==> config.mk <==
export PLATFORM = sky130hd
export DESIGN_NAME = gh_corr_bpred
export DESIGN_NICKNAME = d
export VERILOG_FILES = /design/src/rtl/bp_pkg.sv /design/src/rtl/bp_ghr.sv /design/src/rtl/bp_ctr_table.sv /design/src/rtl/gh_corr_bpred.sv
export SDC_FILE = /design/constraint.sdc
export NUM_CORES = 1
export LEC_CHECK = 0
export ABC_AREA = 1
export BUFFER_PORTS_ARGS = -buffer_cell sky130_fd_sc_hd__buf_2
export CAP_MARGIN = 10
export CORE_MARGIN = 3
export CORE_UTILIZATION = 55
export DETAILED_ROUTE_END_ITERATION = 12
export PLACE_DENSITY = 0.79
export SKIP_CTS_REPAIR_TIMING = 1
export SYNTH_ARGS = -nofsm -noshare
export SYNTH_HDL_FRONTEND = slang
export SYNTH_SLANG_ARGS = --single-unit
==> constraint.sdc <==
create_clock -name clk -period 1.7 [get_ports clk]
set_input_delay 0.085 -clock clk [delete_from_list [all_inputs] [get_ports clk]]
set_output_delay 0.085 -clock clk [all_outputs]
set_load 0.01 [all_outputs]
==> src/rtl/bp_pkg.sv <==
package bp_pkg;
  typedef logic [1:0] ctr_t;

  localparam ctr_t CTR_SNT = 2'b00;
  localparam ctr_t CTR_WNT = 2'b01;
  localparam ctr_t CTR_WT  = 2'b10;
  localparam ctr_t CTR_ST  = 2'b11;

  // saturating step toward the observed outcome
  function automatic ctr_t ctr_step(input ctr_t cur, input logic taken);
    ctr_t nxt;
    if (taken) nxt = (cur == CTR_ST)  ? CTR_ST  : cur + 2'd1;
    else       nxt = (cur == CTR_SNT) ? CTR_SNT : cur - 2'd1;
    return nxt;
  endfunction
endpackage

==> src/rtl/bp_ghr.sv <==
module bp_ghr #(
  parameter int HIST_W = 2
) (
  input  logic              clk,
  input  logic              rst_n,
  input  logic              upd_fire,
  input  logic              upd_taken,
  input  logic              upd_mispred,
  input  logic [HIST_W-1:0] upd_snap,
  output logic [HIST_W-1:0] hist_q
);
  logic [HIST_W-2:0] keep_bits;

  // on a wrong guess rebuild from the saved copy, else extend the live value
  assign keep_bits = upd_mispred ? upd_snap[HIST_W-2:0] : hist_q[HIST_W-2:0];

  always_ff @(posedge clk or negedge rst_n) begin
    if (!rst_n)        hist_q <= '0;
    else if (upd_fire) hist_q <= {keep_bits, upd_taken};
  end


  shift_in_chk: assert property (@(posedge clk) disable iff (!rst_n)
    (upd_fire && !upd_mispred) |=>
      (hist_q == {$past(hist_q[HIST_W-2:0]), $past(upd_taken)}));


  restore_chk: assert property (@(posedge clk) disable iff (!rst_n)
    (upd_fire && upd_mispred) |=>
      (hist_q == {$past(upd_snap[HIST_W-2:0]), $past(upd_taken)}));


  hist_hold_chk: assert property (@(posedge clk) disable iff (!rst_n)
    !upd_fire |=> $stable(hist_q));
endmodule

==> src/rtl/bp_ctr_table.sv <==
module bp_ctr_table
  import bp_pkg::*;
#(
  parameter int IDX_W = 8
) (
  input  logic             clk,
  input  logic             rst_n,
  input  logic [IDX_W-1:0] rd_idx,
  output ctr_t             rd_ctr,
  input  logic             wr_en,
  input  logic [IDX_W-1:0] wr_idx,
  input  logic             wr_taken
);
  localparam int DEPTH = 1 << IDX_W;

  ctr_t ctr_q [DEPTH];
  ctr_t wr_old;

  assign wr_old = ctr_q[wr_idx];
  // read sees the registered value, so a same-cycle write is not visible yet
  assign rd_ctr = ctr_q[rd_idx];

  for (genvar e = 0; e < DEPTH; e++) begin : g_ent
    always_ff @(posedge clk or negedge rst_n) begin
      if (!rst_n)                                 ctr_q[e] <= CTR_WNT;
      else if (wr_en && (wr_idx == IDX_W'(e)))    ctr_q[e] <= ctr_step(ctr_q[e], wr_taken);
    end
  end

  // capture of the last write, used only by the checks below
  logic             chk_wr_q;
  logic             chk_tk_q;
  logic [IDX_W-1:0] chk_idx_q;
  ctr_t             chk_old_q;

  always_ff @(posedge clk or negedge rst_n) begin
    if (!rst_n) begin
      chk_wr_q  <= 1'b0;
      chk_tk_q  <= 1'b0;
      chk_idx_q <= '0;
      chk_old_q <= CTR_WNT;
    end else begin
      chk_wr_q  <= wr_en;
      chk_tk_q  <= wr_taken;
      chk_idx_q <= wr_idx;
      chk_old_q <= wr_old;
    end
  end


  ctr_up_chk: assert property (@(posedge clk) disable iff (!rst_n)
    (chk_wr_q && chk_tk_q) |->
      ((chk_old_q == CTR_ST) ? (ctr_q[chk_idx_q] == CTR_ST)
                             : (ctr_q[chk_idx_q] == chk_old_q + 2'd1)));


  ctr_down_chk: assert property (@(posedge clk) disable iff (!rst_n)
    (chk_wr_q && !chk_tk_q) |->
      ((chk_old_q == CTR_SNT) ? (ctr_q[chk_idx_q] == CTR_SNT)
                              : (ctr_q[chk_idx_q] == chk_old_q - 2'd1)));
endmodule

==> src/rtl/gh_corr_bpred.sv <==
module gh_corr_bpred
  import bp_pkg::*;
#(
  parameter int PC_W     = 32,
  parameter int HIST_W   = 2,
  parameter int ALIGN_W  = 2,
  parameter int SET_BITS = 6
) (
  input  logic              clk,
  input  logic              rst_n,
  input  logic              lkp_valid,
  output logic              lkp_ready,
  input  logic [PC_W-1:0]   lkp_pc,
  output logic              pred_valid,
  output logic              pred_taken,
  output logic [HIST_W-1:0] pred_hist,
  input  logic              upd_valid,
  output logic              upd_ready,
  input  logic [PC_W-1:0]   upd_pc,
  input  logic              upd_taken,
  input  logic [HIST_W-1:0] upd_hist,
  input  logic              upd_mispred
);
  localparam int IDX_W  = HIST_W + SET_BITS;
  localparam int PC_TOP = ALIGN_W + SET_BITS - 1;

  logic [HIST_W-1:0] hist_q;
  logic [IDX_W-1:0]  rd_idx;
  logic [IDX_W-1:0]  wr_idx;
  logic              upd_fire;
  ctr_t              rd_ctr;

  assign lkp_ready = 1'b1;
  assign upd_ready = 1'b1;
  assign upd_fire  = upd_valid && upd_ready;

  // the history selects the set, the PC selects the counter within it
  assign rd_idx = {hist_q,   lkp_pc[PC_TOP:ALIGN_W]};
  assign wr_idx = {upd_hist, upd_pc[PC_TOP:ALIGN_W]};

  logic unused_pc_bits;
  assign unused_pc_bits = ^{lkp_pc[PC_W-1:PC_TOP+1], lkp_pc[ALIGN_W-1:0],
                            upd_pc[PC_W-1:PC_TOP+1], upd_pc[ALIGN_W-1:0]};

  bp_ghr #(.HIST_W(HIST_W)) u_ghr (
    .clk         (clk),
    .rst_n       (rst_n),
    .upd_fire    (upd_fire),
    .upd_taken   (upd_taken),
    .upd_mispred (upd_mispred),
    .upd_snap    (upd_hist),
    .hist_q      (hist_q)
  );

  bp_ctr_table #(.IDX_W(IDX_W)) u_tbl (
    .clk      (clk),
    .rst_n    (rst_n),
    .rd_idx   (rd_idx),
    .rd_ctr   (rd_ctr),
    .wr_en    (upd_fire),
    .wr_idx   (wr_idx),
    .wr_taken (upd_taken)
  );

  assign pred_valid = lkp_valid;
  assign pred_taken = rd_ctr[1];
  assign pred_hist  = hist_q;


  ready_hi_chk: assert property (@(posedge clk) disable iff (!rst_n)
    lkp_ready && upd_ready);
endmodule

==> out/results.tsv <==
metric	value	unit
Setup Viol. Count Final	1	
critical path fanouts, max	4	
TritonRoute pass-1 iters	6	
Remaining DRCs	0	
static leakage power	13.47	nW
fin crit period	2152	ps
Place WS	-68.94	ps
synthesized flop and latch total	514	
register area share after synthesis	47.47	%
Tightest Pin Transition	530.5	ps
RSZ-0062 raised after global routing	yes	
Clock Skew	12.89	ps
worst r2r src	u_ghr.hist_q[0]	
I/O pin count	78	
Skew-Pair Late Insertion Delay	610	ps
mux cell area share after synthesis	0.9102	%
Initial Util	56.15	%
failing checks	setup timing	
hold_sp	upd_pc[5]	
final count of pins violating max slew	0	
die area	53220	um2
total CTS buffers	55	
total grt overflow	0	
Worst EP required	1620	ps
Critical Path End Type	output port	
largest net degree at the start of global routing	86	
Final ANT Viol Nets	0	
Slew headroom	64.63	%
Mapped Area	27770	um2
worst IR drop on VDD	0.8471	mV
vias in the first global route	24210	
overall die height	230.7	um
Power per Cell Area	896.4	nW/um2
Adder-Cell Fraction of Synth Area	0.03605	%
DR WL/cell	17.80	um
Max Clock Freq	464.7	MHz
routed vias	26830	
Core Region	49460	um2
final hold violation count	0	
CTS tree	done	
total power draw	28.76	mW
Initial DRC Count	2982	
Post-Synth XOR/XNOR Area	0	%
Sink Count	514	
initial antenna violation count	4	
synth unique cells	26	
Layout Nets	3938	
chip width	230.7	um
post-route clock period utilization	126.6	%
Synth Warn #	0	
Hold WC Path Type	in -> reg	
arrival time worst endpoint	2070	ps
first-pass GRT wire length	129.1	mm
worst setup margin	-451.9	ps
Layout area overhead	15.52	%
Vias/cell	5.864	
most common cell after layout, fill and taps aside	o21ai_0	
total track usage	30.25	%
Post-DP HPWL	56.06	mm
layout cells sized above 1	18.82	%
clk root buf	clkbuf_16	
Mapped Cells	3722	
Crit Path Class	reg -> out	
Port Buffers	21	
Simple-Gate Fraction of Synth Area	21.83	%
Max clock buf depth	3	
post-layout util	64.86	%
status	finished with violations	
CP startpoint	u_tbl.ctr_q[155]	
H-tree depth	2	
GPL Wtd Cong	0.9238	
Max Cap Violations	0	
Worst-path clk slew	60	ps
drt total wl	81.45	mm
Rows	81	
post-synthesis compound-gate area fraction	23.21	%
Worst Hold Slack	14.92	ps
CP startpoint kind	flip-flop	
syn avg cell area	7.461	um2
commonest cells after routing, fill and taps aside	o21ai_0, nand2_1, nor2_1, inv_1, dfstp_2	
largest family of logic cells by synthesized area	compound AO/OA/AOI/OAI gates	
-- worst max-delay path, stage by stage, from the launching register on --
cell	delay [ps]
dfrtp_1	410
nand2_1	90
nand3_1	100
nand3_1	130
nand3_2	110
nand3_1	100
nand2_1	60
nand2_1	60
nand3_1	90
nand3_2	100
nand2_4	80
buf_6	120
-- cell families after synthesis --
logic type | Yosys count
compound gates | 1268
fa+ha+maj | 1
buf+inv | 458
flops | 514
mux | 25
other cells | 1
simple gates | 1455
-- cells in the mapped netlist (all sizes together) --
library cell | n | area, um2
o21ai | 995 | 4980
nand2 | 839 | 3149
nor2 | 344 | 1494
inv | 312 | 1174
dfrtp | 258 | 6456
dfstp | 256 | 6726
nand3 | 243 | 1216
a21oi | 193 | 965.9
a31oi | 80 | 500.5
clkbuf | 80 | 300.3
buf | 65 | 335.3
or2 | 27 | 168.9
mux2i | 23 | 230.2
mux2 | 2 | 22.52
nor3 | 2 | 32.53
clkinv | 1 | 3.750
conb | 1 | 3.750
maj3 | 1 | 10.01
-- flip-flops by register name (all words and copies together), names as in the netlist --
register and count:
u_ghr.hist_q 2, u_tbl.ctr_q 512
-- metrics by stage --
step / setup TNS, ps / cells / area (um2)
final: -451.9 / 4576 / 32080
after floorplan: 0 / 3723 / 27770
after detailed placement: -242.1 / 4437 / 29890
after CTS: -647.0 / 4538 / 31620
after global placement: -88.25 / 4437 / 29890
after global routing: -787.0 / 4574 / 32070
-- report_power, final --
part	internal [mW]	total, mW	switching (mW)	leakage [nW]
registers	13.2	13.9	0.684	6.22
clock network	6.63	11.7	5.05	0.865
logic	1.14	3.17	2.03	6.39
-- path summary, 6_finish.rpt --
| kind | end | slack, ps | cells past startpoint |
|---|---|---|---|
| max | pred_taken | -450 | 11 |
| min | u_tbl.ctr_q[118] | 10 | 6 |
| max reg2reg | u_ghr.hist_q[1] | 90 | 5 |
| min reg2reg | u_tbl.ctr_q[12] | 490 | 2 |
| max in group asynchronous | u_tbl.ctr_q[76] | 850 | 3 |
| min in group asynchronous | u_tbl.ctr_q[49] | 20 | 2 |
-- final cells by class --
| class | count | area, um2 |
|---|---|---|
| antenna | 2 | 5.005 |
| clock buffer | 83 | 1602 |
| clock inverter | 18 | 126.4 |
| fill | 4211 | 17380 |
| inverter | 313 | 1187 |
| multi-input combinational | 2751 | 12930 |
| sequential | 514 | 13200 |
| tap | 664 | 830.8 |
| timing repair buffer | 231 | 2201 |
-- layer usage --
layer  up-vias  track usage [%]  part of all wire [%]
li1      12800                -                     -
met1     12570            40.75                    41
met3       272            6.083                   8.7
met2      1183            47.44                    45
met5         -                0                 0.038
met4         6            13.87                   5.4
(Power assumes the default switching activity.)
